==> config.mk <==
export PLATFORM = sky130hd
export DESIGN_NAME = queue_irq_ctrl
export DESIGN_NICKNAME = d
export VERILOG_FILES = /design/src/rtl/qic_pkg.sv /design/src/rtl/qic_cond_mux.sv /design/src/rtl/qic_half.sv /design/src/rtl/queue_irq_ctrl.sv
export SDC_FILE = /design/constraint.sdc
export NUM_CORES = 1
export LEC_CHECK = 0
export BUFFER_PORTS_ARGS = -buffer_cell sky130_fd_sc_hd__buf_4
export CORE_MARGIN = 8
export CORE_UTILIZATION = 58
export DETAILED_ROUTE_END_ITERATION = 10
export HOLD_SLACK_MARGIN = 0.1
export PLACE_DENSITY = 0.79
export SYNTH_ARGS = -nofsm -noshare
export SYNTH_HDL_FRONTEND = slang
export SYNTH_HIERARCHICAL = 1
export SYNTH_SLANG_ARGS = --single-unit
==> constraint.sdc <==
create_clock -name clk -period 1.7 [get_ports clk]
set_input_delay 0.34 -clock clk [delete_from_list [all_inputs] [get_ports clk]]
set_output_delay 0.34 -clock clk [all_outputs]
set_load 0.05 [all_outputs]
==> src/rtl/qic_pkg.sv <==
package qic_pkg;
    localparam int HALF_Q     = 32;
    localparam int DW         = 32;
    localparam int AW         = 4;
    localparam int NIB        = 4;
    localparam int SEL_W      = 3;
    localparam int QPW        = DW / NIB;
    localparam int SEL_WORDS  = HALF_Q / QPW;
    localparam int FLAG_WORDS = (HALF_Q * NIB) / DW;

    localparam int A_SEL0    = 0;
    localparam int A_FLAG0   = A_SEL0 + SEL_WORDS;
    localparam int A_EN_LO   = A_FLAG0 + FLAG_WORDS;
    localparam int A_EN_HI   = A_EN_LO + 1;
    localparam int A_ST_LO   = A_EN_HI + 1;
    localparam int A_ST_HI   = A_ST_LO + 1;
    localparam int A_NNE_HI  = A_ST_HI + 1;
    localparam int A_FULL_HI = A_NNE_HI + 1;

    localparam logic [NIB-1:0] FLAG_RST_NIB = 4'h3;
endpackage

==> src/rtl/qic_cond_mux.sv <==
module qic_cond_mux #(
    parameter int NQ    = 32,
    parameter int NIB   = 4,
    parameter int SEL_W = 3
) (
    input  logic [NQ*NIB-1:0]   flags,
    input  logic [NQ*SEL_W-1:0] code,
    output logic [NQ-1:0]       cond
);
    for (genvar q = 0; q < NQ; q++) begin : g_q
        logic [NIB-1:0]   nib;
        logic [SEL_W-1:0] c;
        assign nib     = flags[q*NIB +: NIB];
        assign c       = code[q*SEL_W +: SEL_W];
        assign cond[q] = nib[c[1:0]] ^ c[2];
    end
endmodule

==> src/rtl/qic_half.sv <==
module qic_half #(
    parameter int NQ = 32
) (
    input  logic          clk,
    input  logic          rst_n,
    input  logic [NQ-1:0] cond_now,
    input  logic [NQ-1:0] en,
    input  logic [NQ-1:0] clr,
    output logic [NQ-1:0] status,
    output logic          irq
);
    typedef struct packed {
        logic [NQ-1:0] prev;
        logic [NQ-1:0] stat;
    } half_st_t;

    half_st_t s_d, s_q;

    always_comb begin
        s_d      = s_q;
        s_d.prev = cond_now;
        s_d.stat = (s_q.stat & ~clr) | (en & cond_now & ~s_q.prev);
    end

    always_ff @(posedge clk or negedge rst_n) begin
        if (!rst_n) begin
            s_q.prev <= '1;
            s_q.stat <= '0;
        end else begin
            s_q <= s_d;
        end
    end

    assign status = s_q.stat;
    assign irq    = |(s_q.stat & en);
endmodule

==> src/rtl/queue_irq_ctrl.sv <==
module queue_irq_ctrl
    import qic_pkg::*;
(
    input  logic                  clk,
    input  logic                  rst_n,
    input  logic                  reg_wr,
    input  logic [AW-1:0]         reg_addr,
    input  logic [DW-1:0]         reg_wdata,
    output logic [DW-1:0]         reg_rdata,
    input  logic [HALF_Q*NIB-1:0] lo_flags,
    input  logic [HALF_Q-1:0]     hi_nne,
    input  logic [HALF_Q-1:0]     hi_full,
    output logic                  irq_lo,
    output logic                  irq_hi
);
    typedef struct packed {
        logic [HALF_Q*SEL_W-1:0] sel;
        logic [HALF_Q-1:0]       en_lo;
        logic [HALF_Q-1:0]       en_hi;
        logic [HALF_Q*NIB-1:0]   flags_lo;
        logic [HALF_Q-1:0]       nne_hi;
        logic [HALF_Q-1:0]       full_hi;
        logic [DW-1:0]           rdata;
    } regs_t;

    regs_t s_d, s_q;

    logic [HALF_Q-1:0] cond_lo;
    logic [HALF_Q-1:0] clr_lo, clr_hi;
    logic [HALF_Q-1:0] stat_lo, stat_hi;
    logic [HALF_Q-1:0] en_lo_q, en_hi_q, nne_q;
    logic [DW-1:0]     sel_word [SEL_WORDS];

    assign en_lo_q = s_q.en_lo;
    assign en_hi_q = s_q.en_hi;
    assign nne_q   = s_q.nne_hi;

    for (genvar w = 0; w < SEL_WORDS; w++) begin : g_selw
        for (genvar i = 0; i < QPW; i++) begin : g_nib
            assign sel_word[w][i*NIB +: NIB] =
                {1'b0, s_q.sel[(w*QPW+i)*SEL_W +: SEL_W]};
        end
    end

    qic_cond_mux #(.NQ(HALF_Q), .NIB(NIB), .SEL_W(SEL_W)) u_cmux (
        .flags (s_q.flags_lo),
        .code  (s_q.sel),
        .cond  (cond_lo)
    );

    assign clr_lo = (reg_wr && reg_addr == AW'(A_ST_LO)) ? reg_wdata : '0;
    assign clr_hi = (reg_wr && reg_addr == AW'(A_ST_HI)) ? reg_wdata : '0;

    qic_half #(.NQ(HALF_Q)) u_lo (
        .clk      (clk),
        .rst_n    (rst_n),
        .cond_now (cond_lo),
        .en       (s_q.en_lo),
        .clr      (clr_lo),
        .status   (stat_lo),
        .irq      (irq_lo)
    );

    qic_half #(.NQ(HALF_Q)) u_hi (
        .clk      (clk),
        .rst_n    (rst_n),
        .cond_now (s_q.nne_hi),
        .en       (s_q.en_hi),
        .clr      (clr_hi),
        .status   (stat_hi),
        .irq      (irq_hi)
    );

    always_comb begin
        logic [DW-1:0] rd;
        s_d = s_q;

        // read mux on pre-edge state
        rd = '0;
        for (int w = 0; w < SEL_WORDS; w++) begin
            if (reg_addr == AW'(A_SEL0 + w)) rd = sel_word[w];
        end
        for (int w = 0; w < FLAG_WORDS; w++) begin
            if (reg_addr == AW'(A_FLAG0 + w)) rd = s_q.flags_lo[w*DW +: DW];
        end
        if (reg_addr == AW'(A_EN_LO))   rd = s_q.en_lo;
        if (reg_addr == AW'(A_EN_HI))   rd = s_q.en_hi;
        if (reg_addr == AW'(A_ST_LO))   rd = stat_lo;
        if (reg_addr == AW'(A_ST_HI))   rd = stat_hi;
        if (reg_addr == AW'(A_NNE_HI))  rd = s_q.nne_hi;
        if (reg_addr == AW'(A_FULL_HI)) rd = s_q.full_hi;
        s_d.rdata = rd;

        // writable registers
        if (reg_wr) begin
            for (int w = 0; w < SEL_WORDS; w++) begin
                if (reg_addr == AW'(A_SEL0 + w)) begin
                    for (int i = 0; i < QPW; i++) begin
                        s_d.sel[(w*QPW+i)*SEL_W +: SEL_W] = reg_wdata[i*NIB +: SEL_W];
                    end
                end
            end
            if (reg_addr == AW'(A_EN_LO)) s_d.en_lo = reg_wdata;
            if (reg_addr == AW'(A_EN_HI)) s_d.en_hi = reg_wdata;
        end

        // flag capture
        s_d.flags_lo = lo_flags;
        s_d.nne_hi   = hi_nne;
        s_d.full_hi  = hi_full;
    end

    always_ff @(posedge clk or negedge rst_n) begin
        if (!rst_n) begin
            s_q.sel      <= '0;
            s_q.en_lo    <= '0;
            s_q.en_hi    <= '0;
            s_q.flags_lo <= {HALF_Q{FLAG_RST_NIB}};
            s_q.nne_hi   <= '1;
            s_q.full_hi  <= '0;
            s_q.rdata    <= '0;
        end else begin
            s_q <= s_d;
        end
    end

    assign reg_rdata = s_q.rdata;
endmodule

==> reports/qor.yml <==
clkTransAtPathRegs_ps: 70
root_buffer: "clkbuf_16"
fin_util_pct: 81.03
die_x_um: 211.2
clock_latency_ps: 600
syn-cell-area_um2: 22090
placedInstanceArea_um2: 26260
finalSetupTns_ps: -1681
drive_gt1_share_pct: 44.54
initialDrtViolationCount: 1957
critPathLaunchType: "flip-flop"
status: "finished, violations left"
grt_max_degree: 78
max_cap_viol_count: 0
grt_pass1_wl_mm: 121.4
coreArea_um2: 37580
slew_headroom_pct: 51.53
hold_viol_final: 0
yosys-top-cells-area: "dfrtp_1 40%, dfstp_2 19%, mux2_2 8.3%"
syn_area_per_cell_um2: 13.04
synth_common_cells: "352 x dfrtp_1, 163 x mux2_2, 160 x dfstp_2, 108 x buf_4, 104 x nand2_1"
p_per_area_nw_per_um2: 1259
dieArea_um2: 44590
vias: 17940
crit_fanout: 2
pin_count: 265
grt_usage_pct: 36.62
clock_path_buffers: 3
period_needed_ps: 2611
cts_buffers: 53
worst_pin_slew_ps: 725.5
yosys.area.top_type_share_pct: 39.87
wl_per_cell_um: 28.07
setup_ws_ps: -911.0
cts_tree: "built"
htreeDepth: 2
skew_ps: 19.06
antenna_found_initial: 6
final_cell_area_um2: 30450
r2r_slack_ps: 30
reg2reg_depth: 5
grt_pass1_vias: 19200
initial_core_util_pct: 58.79
port_buffers: 264
whs_path_depth: 2
ant_nets: 0
dp_hpwl_mm: 55.79
ir_drop_mv: 1.166
grt_setup_unrepaired: "true"
synth-async-reset-ratio_pct: 100.0
setup_viol: 2
final-instance-count-excl-fill: 2919
netlist_instances: 1694
cts_num_sinks: 512
yosys_warnings: 6
worstPathRequired_ps: 1360
worst_hold_path_type: "input pin to flip-flop"
synth_edf_count: 0
area_delta_synth_final_pct: 37.84
drc: 0
viasPerCell: 6.147
first_pass_iters: 6
cp_data_arrival_time_ps: 2270
critPathCaptureType: "output port"
totalWireLength_mm: 81.95
dieHeight_um: 211.2
synthMostInstantiatedCell: "dfrtp_1"
path_class: "flip-flop to output port"
nFillCells: 2038
max_freq_mhz: 383.0
violations: "setup timing"
syn-num-nets: 1925
routabilityCongestion: 1.035
seq_area_frac_synth_pct: 58.90
dp_cells: 2599
yosysTopAreaCell: "dfrtp_1"
synth_seq_cells: 512
yosysUniqueCellTypes: 54
fin_crit_sh_pct: 153.6
slew_violations: 0
final_net_count: 2593
std_cell_rows: 71
synth-main-ff-cell: "dfrtp_1"
overflow: 0
power.leakage_nw: 13.81
## worst max-delay path, cell delays in order (launching register included)
cell and delay, ps:
dfrtp_1 390, a22oi_2 270, buf_4 160, nand4_1 90, or4_4 580, buf_6 180
## metrics by stage
step	power [mW]	setup WS, ps	hold slack [ps]
floorplan	20.59	15.95	44.41
global placement	24.46	-370.4	243.7
detailed placement	24.73	-391.9	248.1
CTS	37.71	-920.1	100.4
global route	39.41	-945.1	119.5
finish	38.34	-911.0	116.6
## path summary, 6_finish.rpt
kind | startpoint | to
min in group asynchronous | rst_n | s_q[131]
min | reg_wdata[13] | s_q[322]
min reg2reg | nne_q[13] | u_hi/s_q[45]
max in group asynchronous | rst_n | u_lo/s_q[58]
max | en_hi_q[16] | irq_hi
max reg2reg | s_q[335] | reg_rdata[30]
## cell families (layout without fill, tap and decap cells)
family	Yosys count	after routing	synth area share [%]
flops	512	512	58.90
buf+inv	245	958	6.338
compound gates	350	350	10.48
simple gates	285	285	6.355
other cells	0	1	0
mux	270	270	16.66
xor+xnor	32	32	1.269
## state kept, by name, summed over array words and instances (netlist names)
name	flops
nne_q	32
en_lo_q	32
u_lo/status	32
u_hi/status	32
s_q	256
reg_rdata	32
en_hi_q	32
u_hi/s_q	32
u_lo/s_q	32
## timing repair
item | 4_1_cts | 5_1_grt
endpoints found under the setup margin | 2 | 5
hold buffers | 217 | 0
hold endpoints to repair | 607 | 0
resized for setup | 9 | 10
setup buffers | 2 | 1
pin swaps | 5 | 6
## cell type report
cell class	instances	area, µm²	area share, %
flip-flops and latches	512	13010	42.73
multi-input cells	937	7776	25.54
well taps	511	639.4	2.100
diodes	1	2.502	0.008218
clock buffers	84	1605	5.272
repair buffers	792	6874	22.57
inverters	66	247.7	0.8136
clock inverters	16	292.8	0.9615
## placed cells by master (no fill, tap or decap), types with 12 or more instances in the layout
cell / count
buf_4: 542
dfrtp_1: 352
dlygate4sd3_1: 217
mux2_2: 163
dfstp_2: 160
nand2_1: 104
o22ai_1: 87
inv_1: 65
and2_1: 64
mux4_2: 61
nor2_1: 56
a21oi_1: 55
clkbuf_16: 55
o21ai_0: 48
a22oi_1: 44
mux2i_1: 38
buf_12: 29
xor2_1: 29
clkbuf_1: 17
o221ai_1: 16
nand2b_1: 16
a22oi_2: 15
nor3_1: 14
a21o_1: 14
o21bai_1: 14
clkbuf_8: 12
## layer usage
layer | share of wire [%] | GRT usage [%]
met5 | 0.018 | 0
met4 | 5.3 | 17.16
met3 | 11 | 9.599
met2 | 47 | 58.37
met1 | 36 | 46.63
## power breakdown
part,switching (mW),internal (mW)
clock network,5.01,7.69
registers,1.64,14.7
logic,4.54,4.77
(Power assumes the default switching activity.)
